<file path="config.mk">
export PLATFORM = sky130hd
export DESIGN_NAME = irq_prio_ctrl
export DESIGN_NICKNAME = d
export VERILOG_FILES = /design/src/rtl/irq_prio_pkg.sv /design/src/rtl/irq_prio_regs.sv /design/src/rtl/irq_level_enc.sv /design/src/rtl/irq_level_pick.sv /design/src/rtl/irq_req_fsm.sv /design/src/rtl/irq_prio_ctrl.sv
export SDC_FILE = /design/constraint.sdc
export NUM_CORES = 1
export LEC_CHECK = 0
export BUFFER_PORTS_ARGS = -buffer_cell sky130_fd_sc_hd__buf_2
export CAP_MARGIN = 20
export CORE_AREA = 5 5 218 220
export DETAILED_ROUTE_END_ITERATION = 6
export DIE_AREA = 0 0 223 225
export GPL_TIMING_DRIVEN = 1
export PLACE_DENSITY = 0.53
export SYNTH_ARGS = -nofsm -noshare
export SYNTH_HDL_FRONTEND = slang
export SYNTH_SLANG_ARGS = --single-unit
export TNS_END_PERCENT = 20
</file>
<file path="constraint.sdc">
create_clock -name clk -period 2.5 [get_ports clk]
set_input_delay 0.25 -clock clk [delete_from_list [all_inputs] [get_ports clk]]
set_output_delay 0.25 -clock clk [all_outputs]
set_load 0.03 [all_outputs]
</file>
<file path="src/rtl/irq_prio_pkg.sv">
package irq_prio_pkg;

    localparam int LVL_W      = 2;
    localparam int NUM_LVL    = 1 << LVL_W;
    localparam int DEF_SRC    = 82;
    localparam int SRC_W      = $clog2(DEF_SRC);
    localparam int DEF_BASE_W = 16;
    localparam int DATA_W     = 8;
    localparam int FIXED_LVL  = NUM_LVL - 1;

    typedef logic [LVL_W-1:0] level_t;

    typedef struct packed {
        logic             valid;
        logic [SRC_W-1:0] src;
        level_t           lvl;
    } win_t;

    typedef enum logic [0:0] {
        HS_IDLE = 1'b0,
        HS_REQ  = 1'b1
    } hs_state_t;

    function automatic logic level_admitted(input level_t lvl, input level_t mask);
        return lvl >= mask;
    endfunction

endpackage

</file>
<file path="src/rtl/irq_prio_regs.sv">
module irq_prio_regs
    import irq_prio_pkg::*;
#(
    parameter int NUM_SRC   = DEF_SRC,
    parameter int NUM_FIXED = 2,
    parameter int BASE_W    = DEF_BASE_W,
    parameter int ADDR_W    = 5
) (
    input  logic                          clk,
    input  logic                          rst,
    input  logic                          we,
    input  logic [ADDR_W-1:0]             addr,
    input  logic [DATA_W-1:0]             wdata,
    output logic [DATA_W-1:0]             rdata,
    output logic [NUM_SRC-1:0][LVL_W-1:0] src_lvl,
    output logic [BASE_W-1:0]             base
);

    localparam int FPR        = DATA_W / LVL_W;
    localparam int NREG       = (NUM_SRC + FPR - 1) / FPR;
    localparam int BASE_BYTES = (BASE_W + DATA_W - 1) / DATA_W;

    logic [BASE_BYTES-1:0][DATA_W-1:0] base_q;
    logic [BASE_BYTES*DATA_W-1:0]      base_flat;

    // per-source level fields: fixed ones are constants, others are flops
    for (genvar i = 0; i < NUM_SRC; i++) begin : g_field
        if (i < NUM_FIXED) begin : g_fixed
            assign src_lvl[i] = LVL_W'(FIXED_LVL);
        end else begin : g_prog
            always_ff @(posedge clk) begin
                if (rst) begin
                    src_lvl[i] <= '0;
                end else if (we && addr == ADDR_W'(i / FPR)) begin
                    src_lvl[i] <= wdata[(i % FPR)*LVL_W +: LVL_W];
                end
            end
        end
    end

    for (genvar b = 0; b < BASE_BYTES; b++) begin : g_base
        always_ff @(posedge clk) begin
            if (rst) begin
                base_q[b] <= '0;
            end else if (we && addr == ADDR_W'(NREG + b)) begin
                base_q[b] <= wdata;
            end
        end
    end

    assign base_flat = base_q;
    assign base      = base_flat[BASE_W-1:0];

    always_comb begin
        rdata = '0;
        if (int'(addr) < NREG) begin
            for (int f = 0; f < FPR; f++) begin
                if (int'(addr) * FPR + f < NUM_SRC) begin
                    rdata[f*LVL_W +: LVL_W] = src_lvl[int'(addr) * FPR + f];
                end
            end
        end else if (int'(addr) < NREG + BASE_BYTES) begin
            rdata = base_q[int'(addr) - NREG];
        end
    end

endmodule

</file>
<file path="src/rtl/irq_level_enc.sv">
module irq_level_enc
    import irq_prio_pkg::*;
#(
    parameter int NUM_SRC = DEF_SRC,
    parameter int LEVEL   = 0
) (
    input  logic                          clk,
    input  logic                          rst,
    input  logic [NUM_SRC-1:0]            irq,
    input  logic [NUM_SRC-1:0][LVL_W-1:0] src_lvl,
    output logic                          hit,
    output logic [SRC_W-1:0]              idx
);

    // lowest index at this level wins: scan from the top down
    always_comb begin
        hit = 1'b0;
        idx = '0;
        for (int i = NUM_SRC - 1; i >= 0; i--) begin
            if (irq[i] && src_lvl[i] == LVL_W'(LEVEL)) begin
                hit = 1'b1;
                idx = SRC_W'(i);
            end
        end
    end


    enc_pick_valid_chk: assert property (@(posedge clk) disable iff (rst)
        hit |-> (irq[idx] && src_lvl[idx] == LVL_W'(LEVEL)));

endmodule

</file>
<file path="src/rtl/irq_level_pick.sv">
module irq_level_pick
    import irq_prio_pkg::*;
#(
    parameter int NUM_SRC = DEF_SRC
) (
    input  logic                          clk,
    input  logic                          rst,
    input  logic [NUM_SRC-1:0]            irq,
    input  logic [NUM_SRC-1:0][LVL_W-1:0] src_lvl,
    input  level_t                        mask,
    output win_t                          win
);

    logic [NUM_LVL-1:0]            hit;
    logic [NUM_LVL-1:0][SRC_W-1:0] idx;

    for (genvar l = 0; l < NUM_LVL; l++) begin : g_lvl
        irq_level_enc #(
            .NUM_SRC (NUM_SRC),
            .LEVEL   (l)
        ) u_enc (
            .clk     (clk),
            .rst     (rst),
            .irq     (irq),
            .src_lvl (src_lvl),
            .hit     (hit[l]),
            .idx     (idx[l])
        );
    end

    always_comb begin
        win = '0;
        for (int l = NUM_LVL - 1; l >= 0; l--) begin
            if (!win.valid && hit[l] && level_admitted(LVL_W'(l), mask)) begin
                win.valid = 1'b1;
                win.src   = idx[l];
                win.lvl   = LVL_W'(l);
            end
        end
    end


    top_level_first_chk: assert property (@(posedge clk) disable iff (rst)
        hit[NUM_LVL-1] |-> (win.valid && win.lvl == LVL_W'(NUM_LVL-1)));

endmodule

</file>
<file path="src/rtl/irq_req_fsm.sv">
module irq_req_fsm
    import irq_prio_pkg::*;
#(
    parameter int BASE_W = DEF_BASE_W
) (
    input  logic                    clk,
    input  logic                    rst,
    input  logic                    cand_valid,
    input  logic [SRC_W-1:0]        cand_src,
    input  logic [BASE_W-1:0]       base,
    input  logic                    ack,
    output logic                    req,
    output logic [BASE_W+SRC_W-1:0] vec
);

    hs_state_t state_q;

    always_ff @(posedge clk) begin
        if (rst) begin
            state_q <= HS_IDLE;
            vec     <= '0;
        end else begin
            case (state_q)
                HS_IDLE: begin
                    if (cand_valid) begin
                        state_q <= HS_REQ;
                        vec     <= {base, cand_src};
                    end
                end
                HS_REQ: begin
                    if (ack) begin
                        state_q <= HS_IDLE;
                    end
                end
                default: state_q <= HS_IDLE;
            endcase
        end
    end

    assign req = (state_q == HS_REQ);


    req_hold_chk: assert property (@(posedge clk) disable iff (rst)
        (req && !ack) |=> (req && $stable(vec)));


    ack_drop_chk: assert property (@(posedge clk) disable iff (rst)
        (req && ack) |=> (!req && $stable(vec)));

endmodule

</file>
<file path="src/rtl/irq_prio_ctrl.sv">
module irq_prio_ctrl
    import irq_prio_pkg::*;
#(
    parameter int NUM_SRC   = DEF_SRC,
    parameter int NUM_FIXED = 2,
    parameter int BASE_W    = DEF_BASE_W,
    parameter int ADDR_W    = 5
) (
    input  logic                    clk,
    input  logic                    rst,
    input  logic                    cfg_we,
    input  logic [ADDR_W-1:0]       cfg_addr,
    input  logic [DATA_W-1:0]       cfg_wdata,
    output logic [DATA_W-1:0]       cfg_rdata,
    input  logic [NUM_SRC-1:0]      irq_lines,
    input  logic [LVL_W-1:0]        core_mask,
    input  logic                    int_ack,
    output logic                    int_req,
    output logic [BASE_W+SRC_W-1:0] int_vec_addr,
    output logic                    wake_out
);

    logic [NUM_SRC-1:0][LVL_W-1:0] src_lvl;
    logic [BASE_W-1:0]             base;
    win_t                          win;

    irq_prio_regs #(
        .NUM_SRC   (NUM_SRC),
        .NUM_FIXED (NUM_FIXED),
        .BASE_W    (BASE_W),
        .ADDR_W    (ADDR_W)
    ) u_regs (
        .clk     (clk),
        .rst     (rst),
        .we      (cfg_we),
        .addr    (cfg_addr),
        .wdata   (cfg_wdata),
        .rdata   (cfg_rdata),
        .src_lvl (src_lvl),
        .base    (base)
    );

    irq_level_pick #(
        .NUM_SRC (NUM_SRC)
    ) u_pick (
        .clk     (clk),
        .rst     (rst),
        .irq     (irq_lines),
        .src_lvl (src_lvl),
        .mask    (core_mask),
        .win     (win)
    );

    irq_req_fsm #(
        .BASE_W (BASE_W)
    ) u_fsm (
        .clk        (clk),
        .rst        (rst),
        .cand_valid (win.valid),
        .cand_src   (win.src),
        .base       (base),
        .ack        (int_ack),
        .req        (int_req),
        .vec        (int_vec_addr)
    );

    assign wake_out = win.valid;


    mask_gate_chk: assert property (@(posedge clk) disable iff (rst)
        win.valid |-> (win.lvl >= core_mask));


    vec_form_chk: assert property (@(posedge clk) disable iff (rst)
        $rose(int_req) |-> (int_vec_addr == {$past(base), $past(win.src)}));


    wake_before_req_chk: assert property (@(posedge clk) disable iff (rst)
        $rose(int_req) |-> $past(wake_out));

endmodule

</file>
## Word-level counts from Yosys, hierarchy flattened

Cells that the tools add are included.

- Muxes and demuxes: 671
- Reduce and logical (&&, ||, !) cells: 435
- Magnitude comparators: 15
- Equality and inequality tests: 262
- Bitwise gates (word level): 1
- Add/sub/neg operators: 4

Operators with widths:

| kind | count |
|---|---|
| 7-bit two-way mux | 322 |
| 1-bit logical AND | 350 |
| 1-bit two-way mux | 324 |
| 2-bit == test, second input constant | 160 |
| 2-bit by 1-bit == test with 1-bit output, second input constant | 80 |
| 2-bit logical NOT | 80 |
| 32-bit by 8-bit less-than comparator with 1-bit output, second input constant | 3 |
| 32-bit by 9-bit less-than comparator with 1-bit output, second input constant | 3 |
| 2-bit binary-select mux with 7-bit select | 3 |
| 5-bit by 4-bit == test with 1-bit output, second input constant | 8 |
| 10-bit two-way mux | 4 |
| 8-bit two-way mux | 5 |
| 5-bit == test, second input constant | 7 |
| 32-bit by 3-bit less-than comparator with 1-bit output, second input constant | 1 |
| 2-bit two-way mux | 11 |
| 5-bit by 3-bit == test with 1-bit output, second input constant | 4 |
| 7-bit by 2-bit adder with 8-bit output, second input constant | 2 |
| 2-bit binary-select mux with 5-bit select | 1 |
| 5-bit by 2-bit == test with 1-bit output, second input constant | 2 |
| 5-bit less-than comparator, second input constant | 2 |
| 7-bit by 1-bit adder with 8-bit output, second input constant | 1 |
| 7-bit by 8-bit less-than comparator with 1-bit output, second input constant | 1 |
| 7-bit less-than comparator, second input constant | 1 |
| 5-bit by 5-bit subtractor with 6-bit output, second input constant | 1 |
| other kinds (8) | 12 |

- Flip-flop bits (word level): 200
- Output and inout bits: 33

## Depth between registers and ports, before layout

- Depth in word-level cells: 100
- Mapped depth: 11

## Modules after synthesis

A second synthesis with hierarchy kept.

- Cells, all modules: 2162
- Area total of the unflattened synthesis: 16455.8 um^2

By module, submodules not included:

| module | area an instance (um^2) | cells an instance | sequential area each (um^2) | instances |
|---|---|---|---|---|
| irq_prio_regs | 8039.0 | 906 | 3523.4 | 1 |
| irq_level_enc (u_pick.g_lvl[1].u_enc ...) | 1786.7 | 277 | 0.0 | 2 |
| irq_level_enc (u_pick.g_lvl[0].u_enc) | 1864.3 | 275 | 0.0 | 1 |
| irq_level_enc (u_pick.g_lvl[3].u_enc) | 1537.7 | 281 | 0.0 | 1 |
| irq_req_fsm | 1166.1 | 107 | 480.5 | 1 |
| irq_level_pick | 275.3 | 39 | 0.0 | 1 |

## Worst setup path before layout

Ideal clock, no wire load.

- Path kind: register -> register
- Start: reg u_regs.src_lvl[117] (netlist name)
- End: reg u_fsm.vec[22]
- Setup time: 133 ps
- Clock period less this slack: 2824 ps
- Arrival: 2692 ps
- Buffers on the path: 2
- Cell stages (with the launch flop): 12
- Slack: -324 ps
- Cells stage by stage: dfxtp_1 and3b_1 or4_4 nor4_4 and4_4 a31o_4 nand4b_2 nor2b_1 buf_6 buf_6 nand2_1 a21oi_1

- Cells in the longest elaborated chain, start to end: 76
- Elaborated cells on any way between the ends: 253

Ends and longest elaborated chain:

| what | line | RTL |
|---|---|---|
| from (decl) | irq_prio_regs.sv:15 | `output logic [NUM_SRC-1:0][LVL_W-1:0] src_lvl,` |
| from (signal, indexed assignment) | irq_prio_regs.sv:35 | `src_lvl[i] <= wdata[(i % FPR)*LVL_W +: LVL_W];` |
| 2-bit == test | irq_level_enc.sv:20 | `if (irq[i] && src_lvl[i] == LVL_W'(LEVEL)) begin` |
| 1-bit logical AND | irq_level_enc.sv:20 |  |
| 1-bit two-way mux (59 in a row) | irq_level_enc.sv:20 |  |
| 1-bit logical AND | irq_level_pick.sv:34 | `if (!win.valid && hit[l] && level_admitted(LVL_W'(l), mask)) begin` |
| 10-bit two-way mux | irq_level_pick.sv:34 |  |
| 1-bit logical NOT | irq_level_pick.sv:34 |  |
| 1-bit logical AND (2 in a row) | irq_level_pick.sv:34 |  |
| 10-bit two-way mux | irq_level_pick.sv:34 |  |
| 1-bit logical NOT | irq_level_pick.sv:34 |  |
| 1-bit logical AND (2 in a row) | irq_level_pick.sv:34 |  |
| 10-bit two-way mux | irq_level_pick.sv:34 |  |
| 1-bit logical NOT | irq_level_pick.sv:34 |  |
| 1-bit logical AND (2 in a row) | irq_level_pick.sv:34 |  |
| 10-bit two-way mux * | irq_level_pick.sv:34 |  |
| net wake_out | irq_prio_ctrl.sv:20 | `output logic wake_out` |
| 2-bit AND reduction (no line) * | - |  |
| to (signal assigned) | irq_req_fsm.sv:27 | `vec <= {base, cand_src};` |
| to (decl) | irq_req_fsm.sv:13 | `output logic [BASE_W+SRC_W-1:0] vec` |

The timed path passes the listed nets; every way through them passes the cells marked *.
A chain may end at the register's enable or synchronous reset.

## Final worst setup path

- Start: reg u_regs.src_lvl[107] (netlist name)
- End: out wake_out

- Cells in the longest elaborated chain, start to end: 70
- Elaborated cells on any way between the ends: 232

Ends and longest elaborated chain:

| what | line |
|---|---|
| 2-bit == test | irq_level_enc.sv:20 |
| 1-bit logical AND | irq_level_enc.sv:20 |
| 1-bit two-way mux (54 in a row) | irq_level_enc.sv:20 |
| 1-bit logical AND | irq_level_pick.sv:34 |
| 10-bit two-way mux | irq_level_pick.sv:34 |
| 1-bit logical NOT | irq_level_pick.sv:34 |
| 1-bit logical AND (2 in a row) | irq_level_pick.sv:34 |
| 10-bit two-way mux | irq_level_pick.sv:34 |
| 1-bit logical NOT | irq_level_pick.sv:34 |
| 1-bit logical AND (2 in a row) | irq_level_pick.sv:34 |
| 10-bit two-way mux | irq_level_pick.sv:34 |
| 1-bit logical NOT | irq_level_pick.sv:34 |
| 1-bit logical AND (2 in a row) | irq_level_pick.sv:34 |
| 10-bit two-way mux * | irq_level_pick.sv:34 |
| to (decl) | irq_prio_ctrl.sv:20 |

Mark *: on every way between the ends. The rest lies on a longest branch, timed or not.

==> summary.md <==
| Metric | Value |
|---|---|
| Status | `complete, but fails checks` |
| Failing checks | `setup timing` |
| CTS Buffer Depth | `2` |
| Die width | `223 um` |
| EDFF count, synth | `0` |
| Share of layout cells above drive strength 1 | `41.8%` |
| Via count | `20,200` |
| Die area | `50,200 um2` |
| Core ar. | `45,100 um2` |
| Post-synthesis sequential area ratio | `25.6%` |
| Num rows | `78` |
| Static leakage | `11.2 nW` |
| Placed cells | `3,441` |
| DRT Pass-1 Iters | `7` |
| Fin crit period | `3.16 ns` |
| Pre-CTS setup slack | `-0.712 ns` |
| GPL Wtd Cong | `1.05` |
| Setup-failing EPs final | `33` |
| Via density | `5.76` |
| Power Density | `324 nW/um2` |
| Clk_skew | `0.0162 ns` |
| Final worst path period share | `127%` |
| Worst EP arrival | `2.91 ns` |
| Slew Limit Fails | `0` |
| Initial Utilization | `34.6%` |
| Detail Route Antenna Nets | `0` |
| Least-Margin Pin Slew | `1.01 ns` |
| Syn Inst Count | `2,004` |
| Worst-Skew Late Latency | `0.52 ns` |
| Diodes inserted | `0` |
| WL final | `83.6 mm` |
| CTS tree | `built` |
| IO buf count | `133` |
| Largest net degree at the start of global routing | `79` |
| H-tree levels | `4` |
| CP required | `2.25 ns` |
| WHS | `0.107 ns` |
| DRT iter0 DRCs | `1,935` |
| Unique masters post-synth | `81` |
| GRT Overall Usage | `32.1%` |
| Crit Path Category | `reg -> out` |
| RSZ-0062 raised after global routing | `true` |
| Min-delay worst type | `in -> reg` |
| Final hold violations | `0` |
| Main synth FF type | `dfxtp_1` |
| Fin cells | `3,513` |
| Slew headroom | `32.3%` |
| Root buf cell | `clkbuf_16` |
| Synth top area cells | `dfxtp_1 (26%), mux2i_1 (9.2%), nor2_1 (5.7%)` |
| Synth Register Bits | `200` |
| Fmax | `0.316 GHz` |
| Final worst setup slack | `-0.664 ns` |
| Max Cap Violations | `0` |
| Async set-reset flop share out of synthesis | `0%` |
| Clock sinks | `200` |
| Number of fill cells | `4,412` |
| DP Area | `22,700 um2` |
| Routed len/inst | `23.8 um` |
| Mapped cell area | `15,600 um2` |
| Final non-filler cell area | `24,400 um2` |
| Clock slew at reported path FFs | `0.09 ns` |
| Number of global-route vias before repair | `19,700` |
| Layout net count | `3,001` |
| Mapped Avg Cell Area | `7.80 um2` |
| Peak VDD IR | `318 uV` |
| Final HPWL DP | `66.7 mm` |
| Critical Path Source Type | `flop` |
| Crit path capture type | `primary output` |
| First-pass GRT wire length | `122 mm` |
| Post-Route Utilization | `54.0%` |
| Inserted Clock Buffers | `17` |
| I/O pin count | `134` |
| Post-Synthesis Net Count | `2,105` |
| Yosys top cell area share | `25.6%` |
| Total congestion overflow | `0` |
| Synth area leader | `dfxtp_1` |
| # DRC | `0` |
| Critical path peak fanout | `6` |
| Yosys warning count | `0` |
| Layout area overhead | `55.9%` |
| Die Y | `225 um` |
| Initial antenna violation count | `3` |
-- cells in the final DEF (no fill, tap or decap), drive strengths merged, types with 37 or more instances in the layout --
| cell type | count |
|---|---|
| nand2 | 210 |
| buf | 954 |
| nor2 | 239 |
| dfxtp | 200 |
| nor4 | 42 |
| nor3b | 83 |
| nor3 | 40 |
| mux2i | 144 |
| nand3b | 112 |
| and3b | 45 |
| o21ai | 87 |
| mux4 | 37 |
| nand3 | 156 |
| nand4 | 49 |
| a21oi | 125 |
-- cell type report --
class	instances	area, um2	share of cell area, %
clock inverter	14	144	0.591
multi-input combinational	1714	11800	48.5
timing repair buffer	956	7080	29.1
sequential	200	4090	16.8
tap	600	751	3.08
inverter	11	41.3	0.170
clock buffer	18	429	1.76
-- final timing paths --
path	start	endpoint	depth (start not counted)	slack, ns
setup / recovery	u_regs.src_lvl[107]	wake_out	9	-0.66
hold / removal	rst	u_regs.base[10]	2	0.11
setup reg to reg	u_regs.src_lvl[73]	u_fsm.vec[1]	12	-0.45
hold reg to reg	u_fsm.vec[16]	u_fsm.vec[16]	2	0.46
-- flip-flops by register name, indices dropped and copies added (netlist names) --
name            flops
u_regs.src_lvl    160
u_fsm.vec          23
u_regs.base        16
u_fsm.req           1
-- routing by layer --
layer  track usage (%)  share of wire (%)  vias up  wire length (um)
li1                  -                  -     9397                 -
met1              41.0                 42     9883             35200
met2              54.9                 47      773             39700
met3              5.29                6.6      160              5520
met4              11.4                3.8        6              3140
met5                 0              0.041        -                34
-- kinds of logic (layout without fill, tap and decap cells) --
family	after synthesis	in the layout	share of synthesized area [%]
multiplexers	188	188	15.1
flip-flops	200	200	25.6
AO/OA/AOI/OAI	399	399	16.3
buffers and inverters	91	999	2.48
XOR/XNOR	1	1	0.0561
AND/OR/NAND/NOR	1125	1126	40.5
-- report_power, final --
group          internal, mW  switching (mW)
Clock                  1.34            1.57
Combinational         0.769           0.960
Sequential             3.21          0.0381
Total                  5.32            2.57
-- cells in the mapped netlist, types with 10 or more instances --
master and count:
nor3_1 38, o21a_1 10, and3_1 17, o21ai_0 87, mux2i_1 144, a211o_1 11, nand4_1 49, a31oi_1 26
nand2b_1 31, nor4_1 30, o211ai_1 22, and2_1 10, nor2_1 239, a21oi_1 125, mux4_2 37, clkbuf_1 63
nand3b_1 112, nor3b_1 83, o31ai_1 15, dfxtp_1 200, nor2b_1 27, inv_1 11, nand3_1 155, a211oi_1 19
or3b_2 12, and3b_1 45, nand2_1 210, and4_1 10
-- critical path, cell delays in order (launching register included) --
cell and delay (ns):
dfxtp_2 0.37, and3b_1 0.21, or4b_4 0.58, nor4_4 0.31, and4_4 0.28, a31o_4 0.17, buf_6 0.10, nand4b_4 0.11
buf_6 0.14, buf_6 0.12
-- what timing repair did --
action | CTS | global route
cloned | 2 | 0
pin swaps | 34 | 22
endpoints found under the hold margin | 1 | 0
hold buffers | 1 | 0
gates resized for setup | 141 | 53
setup endpoints to repair | 33 | 33
setup buffers | 28 | 11
-- metrics by stage --
step / power [mW] / TNS (ns)
global route: 8.13 / -15.56
CTS: 7.87 / -12.78
floorplan: 4.02 / -4.20
global placement: 4.87 / -18.61
finish: 7.89 / -12.64
detailed placement: 4.88 / -19.05
No activity file was read; power rests on OpenSTA's default activity.
